## src/rtl/vps_pkg.sv

```systemverilog
package vps_pkg;
  localparam int BYTE_W  = 8;
  localparam int FIELD_W = 2;
  localparam int HS_BIT  = 6;
  localparam int VS_BIT  = 7;

  typedef struct packed {
    logic               vs;
    logic               hs;
    logic [FIELD_W-1:0] r;
    logic [FIELD_W-1:0] g;
    logic [FIELD_W-1:0] b;
  } vps_word_t;
endpackage

```

## src/rtl/vps_restart_det.sv

```systemverilog
module vps_restart_det (
  input  logic vs_now,
  input  logic vs_prev,
  output logic restart
);
  // Trailing edge of the stored vertical-sync marker ends the frame.
  always_comb begin
    restart = vs_prev & ~vs_now;
  end
endmodule

```

## src/rtl/vps_addr_ctr.sv

```systemverilog
module vps_addr_ctr #(
  parameter int ADDR_W = 20
) (
  input  logic              clk,
  input  logic              rst_n,
  input  logic              restart,
  output logic [ADDR_W-1:0] addr
);
  localparam logic [ADDR_W-1:0] STEP = ADDR_W'(1);

  logic [ADDR_W-1:0] addr_q;
  logic [ADDR_W-1:0] addr_d;

  always_comb begin
    if (restart) addr_d = '0;
    else         addr_d = addr_q + STEP;
  end

  always_ff @(posedge clk or negedge rst_n) begin
    if (!rst_n) addr_q <= '0;
    else        addr_q <= addr_d;
  end

  assign addr = addr_q;
endmodule

```

## src/rtl/vps_out_reg.sv

```systemverilog
module vps_out_reg
  import vps_pkg::*;
(
  input  logic               clk,
  input  logic               rst_n,
  input  vps_word_t          word_in,
  output logic [FIELD_W-1:0] red,
  output logic [FIELD_W-1:0] grn,
  output logic [FIELD_W-1:0] blu,
  output logic               hsync,
  output logic               vsync
);
  vps_word_t word_q;
  vps_word_t word_d;

  always_comb begin
    word_d = word_in;
  end

  always_ff @(posedge clk or negedge rst_n) begin
    if (!rst_n) word_q <= '0;
    else        word_q <= word_d;
  end

  assign red   = word_q.r;
  assign grn   = word_q.g;
  assign blu   = word_q.b;
  assign hsync = word_q.hs;
  assign vsync = word_q.vs;
endmodule

```

## src/rtl/vid_playback_seq.sv

```systemverilog
module vid_playback_seq
  import vps_pkg::*;
#(
  parameter int ADDR_W = 20
) (
  input  logic              clk,
  input  logic              rst_n,
  output logic [ADDR_W-1:0] sram_addr,
  input  logic [7:0]        sram_data,
  output logic [1:0]        red,
  output logic [1:0]        grn,
  output logic [1:0]        blu,
  output logic              hsync,
  output logic              vsync
);
  vps_word_t word;
  logic      restart;

  assign word = vps_word_t'(sram_data);

  vps_restart_det u_det (
    .vs_now  (word.vs),
    .vs_prev (vsync),
    .restart (restart)
  );

  vps_addr_ctr #(.ADDR_W(ADDR_W)) u_ctr (
    .clk     (clk),
    .rst_n   (rst_n),
    .restart (restart),
    .addr    (sram_addr)
  );

  vps_out_reg u_out (
    .clk     (clk),
    .rst_n   (rst_n),
    .word_in (word),
    .red     (red),
    .grn     (grn),
    .blu     (blu),
    .hsync   (hsync),
    .vsync   (vsync)
  );
endmodule

```

## config.mk

```make
export PLATFORM = sky130hd
export DESIGN_NAME = vid_playback_seq
export DESIGN_NICKNAME = d
export VERILOG_FILES = /design/src/rtl/vps_pkg.sv /design/src/rtl/vps_restart_det.sv /design/src/rtl/vps_addr_ctr.sv /design/src/rtl/vps_out_reg.sv /design/src/rtl/vid_playback_seq.sv
export SDC_FILE = /design/constraint.sdc
export NUM_CORES = 1
export LEC_CHECK = 0
export CAP_MARGIN = 10
export CORE_MARGIN = 2
export CORE_UTILIZATION = 35
export CTS_BUF_LIST = sky130_fd_sc_hd__clkbuf_4 sky130_fd_sc_hd__clkbuf_8
export DETAILED_ROUTE_END_ITERATION = 6
export GPL_ROUTABILITY_DRIVEN = 0
export PLACE_DENSITY_LB_ADDON = 0.08
export SETUP_SLACK_MARGIN = 0.5
export SYNTH_ARGS = -nofsm -noshare
export SYNTH_HDL_FRONTEND = slang
export SYNTH_SLANG_ARGS = --single-unit
```

## constraint.sdc

```tcl
create_clock -name clk -period 1.55 [get_ports clk]
set_input_delay 0.2325 -clock clk [delete_from_list [all_inputs] [get_ports clk]]
set_output_delay 0.2325 -clock clk [all_outputs]
set_load 0.03 [all_outputs]
```

Word level (Yosys, flattened, before mapping) --
Index checks and enable logic that the tools add are counted.
Word-level totals: output and inout port bits 28, register bits after elaboration 28, logic and storage cells 10
Cells by class: bitwise logic cells 2, add/sub/neg operators 1, muxes and demuxes 1
Operator list (count):
- adder 20 x 1 -> 20 bit (second input constant) | 1
- 2-to-1 mux 20 bit | 1
- AND 1 bit | 1
- inverter 1 bit | 1

Depth between registers and ports, before layout --
Gate-level depths: netlist (run 1).
depth after elaboration 3, depth in mapped cells 5, gate-level depth less buffers 5

Cells and area by module --
A second synthesis (run 1) with hierarchy kept.
Unflattened totals: cells, all modules 106, area, all modules 1174.9 sq um
Modules (own cells, without submodules):
- vps_addr_ctr | cells an instance 97, times used 1, seq. area each 500.5 sq um, area each 960.9 sq um
- vps_out_reg | cells an instance 8, times used 1, seq. area each 200.2 sq um, area each 200.2 sq um
- vps_restart_det | cells an instance 1, times used 1, seq. area each 0.0 sq um, area each 13.8 sq um

Worst setup path after synthesis (run 1) --
Ideal clock, no wire load.
path kind register to register, from register u_ctr.addr_q[0], in the netlist u_ctr.addr[0], to register u_ctr.addr_q[16], in the netlist u_ctr.addr[16], data required time 1.430 ns, path slack -0.113 ns, path buffers 0, library setup time 0.120 ns, arrival 1.543 ns, cell stages (with the launch flop) 6, path through dfrtp_1 -> ha_1 -> nand3_2 -> nor3_4 -> a211oi_1 -> a31o_1
Between the ends: longest elaborated chain between the ends 2
Ends and longest elaborated chain:
- start, declared | line vps_addr_ctr.sv:11 | logic [ADDR_W-1:0] addr_q;
- start signal, assigned | line vps_addr_ctr.sv:21 | else addr_q <= addr_d;
- adder 20 x 1 -> 20 bit | line vps_addr_ctr.sv:16 | else addr_d = addr_q + STEP;
- 2-to-1 mux 20 bit | line vps_addr_ctr.sv:15 | if (restart) addr_d = '0;
- named net u_ctr.addr_d[16] | line vps_addr_ctr.sv:12 | logic [ADDR_W-1:0] addr_d;
The timed path passes the listed nets, and every way through them passes these cells.

Worst setup path in the final report (run 1) --
from register u_ctr.addr_q[3], in the netlist u_ctr.addr[3], to register u_ctr.addr_q[16], in the netlist u_ctr.addr[16]
Same word-level chain as after synthesis.

==> results.yml, run 1 <==
cells_and_area:
  final-instance-count-excl-fill: 249
  finish.utilization: 0.688
  seqCellArea_um2: 721
  drive_above_1_share: 0.611
  fillers: 268
  num_antenna_cells: 0
  design_area_um2: 2350
  nNetsFinal: 215
  multi_input_area_um2: 666
  areaGrowthSynthToFinish_pct: 85.9
clock_tree:
  clkLatencyLatePin_ns: 0.34
  cts_tree: "yes"
  clkTransAtPathRegs_ns: 0.16
  htree_levels: 1
  clock-sinks: 28
  cts_buffers: 3
  root_buffer: "clkbuf_4"
  hold_buffers: 0
  clockBufferDepth: 2
routing:
  routedWlPerCell_um: 13.5
  drtIter0Drc: 36
  drt_wl_total_mm: 3.37
  first_pass_iters: 4
  vias: 1163
  drc: 0
  vias_per_cell: 4.67
  antenna_left: 0
pwr:
  power.static_leakage_nw: 1.13
  ir_drop_mv: 0.491
  power_density_nw_per_um2: 832
floorplanning:
  start_util: 0.370
  die_area_um2: 4110
  io_pins: 38
  die_w_um: 64.1
  rows: 21
  coreArea_um2: 3420
  die_y_um: 64.1
timing:
  tightest_slew_ns: 0.368
  period_minus_slack_ns: 1.36
  finalHoldViolations: 0
  relSlewSlack: 0.755
  drv_slew: 0
  period_share: 0.881
  finalClockSkew_ns: 0.00704
  grt_setup_unrepaired: "true"
  worst_slack_ns: 0.185
  max_freq_mhz: 733
  fin_tns_setup_ns: 0
  setup_viol: 0
global_route:
  grt_pass1_wl_mm: 5.46
  grt-ovfl-total: 0
  antenna_found_initial: 0
  use_met2: 0.305
  gr-usage-met3: 0.0299
  grt_usage: 0.171
  top_usage_layer: "met2"
  met1_usage: 0.208
  grt_pass1_vias: 1193
  grt_max_degree: 29
placed_design:
  numPortBuffers: 37
  place_area_um2: 1770
  dp_cells: 196
  place_hpwl_mm: 1.92
  pre_cts_ws_ns: 0.125
critical_path:
  cp-end-kind: "flip-flop"
  cp-start-kind: "flip-flop"
  path_max_fanout: 5
  crit_type: "flip-flop to flip-flop"
  crit_required_ns: 1.79
  arrival_ns: 1.60
synthesis:
  syn_nets: 122
  ys_seq_area_frac: 0.554
  syn_area_per_cell_um2: 11.4
  syn_inst: 111
  yosysWarnings: 0
  synth_seq_cells: 28
  synth_area_um2: 1260
  synth_cell_type_count: 27
worst_hold_path:
  hold_path_class: "input port to async pin"
run_status:
  status: "completed"
job:
  maxCapViolCount: 0
-- kinds of logic (layout without fill, tap and decap cells) --
| family | count (synthesis) | count (layout) | share of synthesized area |
|---|---|---|---|
| AO/OA/AOI/OAI | 14 | 14 | 0.0742 |
| adder cells (fa/ha/maj) | 1 | 1 | 0.00989 |
| flip-flops | 28 | 28 | 0.554 |
| buffers and inverters | 5 | 97 | 0.0148 |
| XOR/XNOR | 11 | 11 | 0.0762 |
| AND/OR/NAND/NOR | 52 | 52 | 0.271 |
-- placed cells by master (no fill, tap or decap), drive strengths merged, types with 4 or more instances in the layout --
cell type | Yosys | routed
xnor2 | 8 | 8
clkdlybuf4s50 | 0 | 9
a21oi | 5 | 5
dfrtp | 28 | 28
nor3 | 6 | 6
nor2 | 19 | 19
clkbuf | 2 | 4
nand2 | 8 | 8
a31o | 4 | 4
buf | 0 | 80
nand3 | 7 | 7
-- worst max-delay path, cell delays in order, from the launching register on --
cell,delay [ns]
dfrtp_2,0.50
nand3_4,0.15
nor3_4,0.30
a211oi_2,0.10
a31o_1,0.21
-- cell usage after synthesis --
cell | number | share of area
dfrtp_1 | 28 | 0.55
nor2_1 | 19 | 0.056
nand2_1 | 8 | 0.024
xnor2_1 | 8 | 0.055
a21oi_1 | 5 | 0.020
a31o_1 | 4 | 0.028
nand3_1 | 4 | 0.016
nor3_1 | 4 | 0.016
inv_1 | 3 | 0.0089
nor4_2 | 3 | 0.030
xor2_1 | 3 | 0.021
clkbuf_1 | 2 | 0.0059
nand3_4 | 2 | 0.028
nand4_4 | 2 | 0.034
nor3_4 | 2 | 0.026
o21ai_1 | 2 | 0.0079
or3_1 | 2 | 0.0099
a211oi_1 | 1 | 0.0059
a31oi_1 | 1 | 0.0049
a41o_1 | 1 | 0.0079
and2_1 | 1 | 0.0049
ha_1 | 1 | 0.0099
nand2b_1 | 1 | 0.0049
nand3_2 | 1 | 0.0079
nand4_1 | 1 | 0.0049
nor2b_1 | 1 | 0.0049
or2_1 | 1 | 0.0049
-- worst paths after layout --
kind                                              start                        to  slack, ns  cells after the start
worst min-delay path                              rst_n    u_out.grn[0]$_DFF_PN0_       0.25                      2
worst min register to register  u_ctr.addr[0]$_DFF_PN0_   u_ctr.addr[0]$_DFF_PN0_       0.54                      1
min in group clk                           sram_data[3]    u_out.grn[1]$_DFF_PN0_       0.31                      1
worst max-delay path            u_ctr.addr[3]$_DFF_PN0_  u_ctr.addr[16]$_DFF_PN0_       0.19                      4
worst max register to register  u_ctr.addr[3]$_DFF_PN0_  u_ctr.addr[16]$_DFF_PN0_       0.19                      4
max in group asynchronous                         rst_n  u_ctr.addr[13]$_DFF_PN0_       1.01                      2
-- per-layer routing --
layer  wire length, um  up-vias
li1                  -      568
met1              1490      569
met2              1760       24
met3               112        2
met4                19        0
met5                 0        -
-- through the flow --
| stage | hold slack, ns | power [W] |
|---|---|---|
| after floorplan | -0.0631 | 0.00109 |
| after global placement | 0.504 | 0.00125 |
| after detailed placement | 0.520 | 0.00126 |
| after CTS | 0.248 | 0.00186 |
| after global routing | 0.267 | 0.00205 |
| final | 0.247 | 0.00195 |
-- flip-flops by register name (all words and copies together) (netlist names) --
| signal | flops |
|---|---|
| u_ctr.addr | 20 |
| u_out.blu | 2 |
| u_out.grn | 2 |
| u_out.red | 2 |
| u_out.hsync | 1 |
| u_out.vsync | 1 |
-- area by class of cell --
class                           instances  area share
Multi-Input combinational cell         78       0.283
Sequential cell                        28       0.307
Clock inverter                          1      0.0128
Tap cell                               46      0.0245
Clock buffer                            3     0.00958
Inverter                                3     0.00479
Timing Repair Buffer                   90       0.359
-- timing repair --
| action | in CTS | in global routing |
|---|---|---|
| endpoints found under the hold margin | 0 | 0 |
| resized for setup | 198 | 25 |
| setup buffers | 30 | 18 |
| pin swaps | 16 | 15 |
| setup endpoints to repair | 44 | 47 |
| cloned | 0 | 1 |
-- power breakdown --
part	internal (W)	total [W]	switching, W
Combinational	0.000313	0.000586	0.000274
Clock	0.000262	0.000492	0.000230
Sequential	0.000787	0.000876	0.0000893
Total	0.00136	0.00195	0.000593
(Power assumes the default switching activity.)
==> run 2, diff against run 1 <==
SYNTH_HIERARCHICAL = 1   (was unset)
==> run 2 against run 1 <==
  * The flow now finishes with violations (setup timing)
  * Setup slack got worse by 0.26 ns
  * Count of clock-buffer cells in the layout rose by 1
  * Sequential power fell by 2.7%
  * Sequential cell count did not move
  * Total power fell by 0.53%
  * Clock skew rose by 0.0092 ns
  * Critical path type unchanged
==> results.yml, run 2 <==
run_status:
  status: "finished, violations left"
  violations: "setup timing"
cells_and_area:
  final_cell_mix: "buf_6, buf_4, nor2_1, dfrtp_2, dfrtp_1"
  areaGrowthSynthToFinish_pct: 103
  seqCellArea_um2: 718
  largest_reg_flops: 20
  drive_above_1_share: 0.645
  nNetsFinal: 209
  multi_input_area_um2: 646
  num_antenna_cells: 0
  finish.utilization: 0.725
  mostFrequentLayoutCell: "buf_6"
  design_area_um2: 2380
  fillers: 243
synthesis:
  synth_edf_count: 0
  syn_inst: 106
  yosysTopAreaCell: "dfrtp_1"
  synth_top_cell_area_share: 0.596
  synthTopCellsByCount: "dfrtp_1, nor2_1, nand3_1, xnor2_1, xor2_1"
  synthTopCellsByArea: "dfrtp_1, xnor2_1, xor2_1"
  syn_nets: 117
  synthArstFlopShare: 1.00
  yosysMostFrequentCell: "dfrtp_1"
  syn_area_per_cell_um2: 11.1
  synth_seq_cells: 28
  synth_cell_type_count: 24
  synth_area_um2: 1170
  yosysWarnings: 6
  ys_seq_area_frac: 0.596
  synth_ff_type: "dfrtp_1"
timing:
  tightest_slew_ns: 0.362
  setup_viol: 3
  fin_hold_ws_ns: 0.251
  drv_slew: 0
  finalHoldViolations: 0
  relSlewSlack: 0.759
  worst_slack_ns: -0.0755
  max_freq_mhz: 615
  period_minus_slack_ns: 1.63
  finalClockSkew_ns: 0.0163
  period_share: 1.05
  grt_setup_unrepaired: "true"
routing:
  first_pass_iters: 4
  antenna_left: 0
  vias: 1169
  drc: 0
  vias_per_cell: 4.81
  routedWlPerCell_um: 14.3
  drtIter0Drc: 80
  drt_wl_total_mm: 3.48
clock_tree:
  clkLatencyLatePin_ns: 0.34
  clock-sinks: 28
  clkTransAtPathRegs_ns: 0.15
  clockBufferDepth: 2
  root_buffer: "clkbuf_4"
  htree_levels: 1
  cts_tree: "yes"
  hold_buffers: 0
  cts_buffers: 3
global_route:
  grt_pass1_vias: 1109
  grt-ovfl-total: 0
  grt_pass1_wl_mm: 4.91
  grt_usage: 0.177
  antenna_found_initial: 0
  grt_max_degree: 29
critical_path:
  cp-end-kind: "flip-flop"
  critPathMostFrequentCell: "buf_4"
  path_max_fanout: 6
  cp_cell_sequence: "nand4_4 > or3_4 > buf_4 > buf_4 > o31ai_4 > a21oi_2"
  crit_required_ns: 1.79
  cpPeakStageDelay_ns: 0.43
  cp_num_buf_inv: 2
  critical_path.top_delay_family: "simple AND/OR/NAND/NOR gates"
  cp-start-kind: "flip-flop"
  crit_type: "flip-flop to flip-flop"
  arrival_ns: 1.87
  crit_path_top_delay_cell: "dfrtp_2"
floorplanning:
  io_pins: 38
  coreArea_um2: 3280
  rows: 21
  die_w_um: 61.9
  start_util: 0.358
  die_y_um: 61.9
  die_area_um2: 3840
pwr:
  power_density_nw_per_um2: 817
  ir_drop_mv: 0.696
  power.static_leakage_nw: 1.10
job:
  maxCapViolCount: 0
placed_design:
  numPortBuffers: 37
  place_hpwl_mm: 2.04
  place_area_um2: 1840
  pre_cts_ws_ns: -0.0837
worst_hold_path:
  hold_path_class: "input port to async pin"
run 2: cell count changes after synthesis, sizes merged, moves of 2 or more:
| cell | change |
|---|---|
| or4 | +3 |
| xor2 | +4 |
| nand4 | +3 |
| nand2 | -3 |
| a31o | -4 |
| nor2 | -4 |
| and3 | +2 |
| inv | -2 |
| o31ai | +3 |
| nor3 | -4 |
run 2: stage by stage:
stage	setup TNS [ns]	power (W)	instances
CTS	-0.0674	0.00176	224
detailed placement	-0.117	0.00127	206
floorplan	-0.679	0.00107	106
global placement	-0.0279	0.00126	206
global route	-0.343	0.00204	243
finish	-0.159	0.00194	243
run 2: worst paths after layout:
path / from / end / slack [ns] / cells after the start
min in group clk: sram_data[3] / u_out/grn[1]$_DFF_PN0_ / 0.31 / 1
max reg2reg: u_ctr/addr[11]$_DFF_PN0_ / u_ctr/addr[19]$_DFF_PN0_ / -0.08 / 6
min: rst_n / u_ctr/addr[5]$_DFF_PN0_ / 0.25 / 2
max in group asynchronous: rst_n / u_ctr/addr[8]$_DFF_PN0_ / 0.99 / 2
min reg2reg: u_ctr/addr[19]$_DFF_PN0_ / u_ctr/addr[19]$_DFF_PN0_ / 0.63 / 2
max: u_ctr/addr[11]$_DFF_PN0_ / u_ctr/addr[19]$_DFF_PN0_ / -0.08 / 6
run 2: layer usage:
layer	global-route usage	vias to the layer above	share of wire
li1	-	550	-
met2	0.301	31	0.51
met4	0.0729	0	0.021
met5	0	-	0
met3	0.0311	8	0.043
met1	0.222	580	0.42
run 2: kinds of logic (layout without fill, tap and decap cells):
logic type,Yosys count,in the layout,share of synthesized area
fa+ha+maj,1,1,0.0106
flops,28,28,0.596
buf+inv,5,96,0.0170
simple gates,50,50,0.231
xor+xnor,14,14,0.104
compound gates,8,8,0.0405
run 2: final cells by class:
cell class              count  share of cell area
clock buffers               4              0.0126
inverters                   1             0.00158
multi-input cells          73               0.271
flip-flops and latches     28               0.302
well taps                  46              0.0242
repair buffers             91               0.389
run 2: worst register-to-register path, stage by stage, from the launching register on:
cell and delay [ns]:
dfrtp_2 0.43, nand4_4 0.11, or3_4 0.41, buf_4 0.15
buf_4 0.13, o31ai_4 0.24, a21oi_2 0.08
run 2: timing repair:
item,CTS,global route
endpoints found under the setup margin,46,46
pin swaps,19,21
cloned,0,0
buffers inserted,14,19
gates resized for setup,217,32
run 2: report_power, final:
group | leakage, nW | internal (W) | switching (W) | total, W
Clock | 0.0184 | 0.000119 | 0.000214 | 0.000333
Combinational | 0.734 | 0.000442 | 0.000317 | 0.000760
Sequential | 0.346 | 0.000787 | 0.0000652 | 0.000852
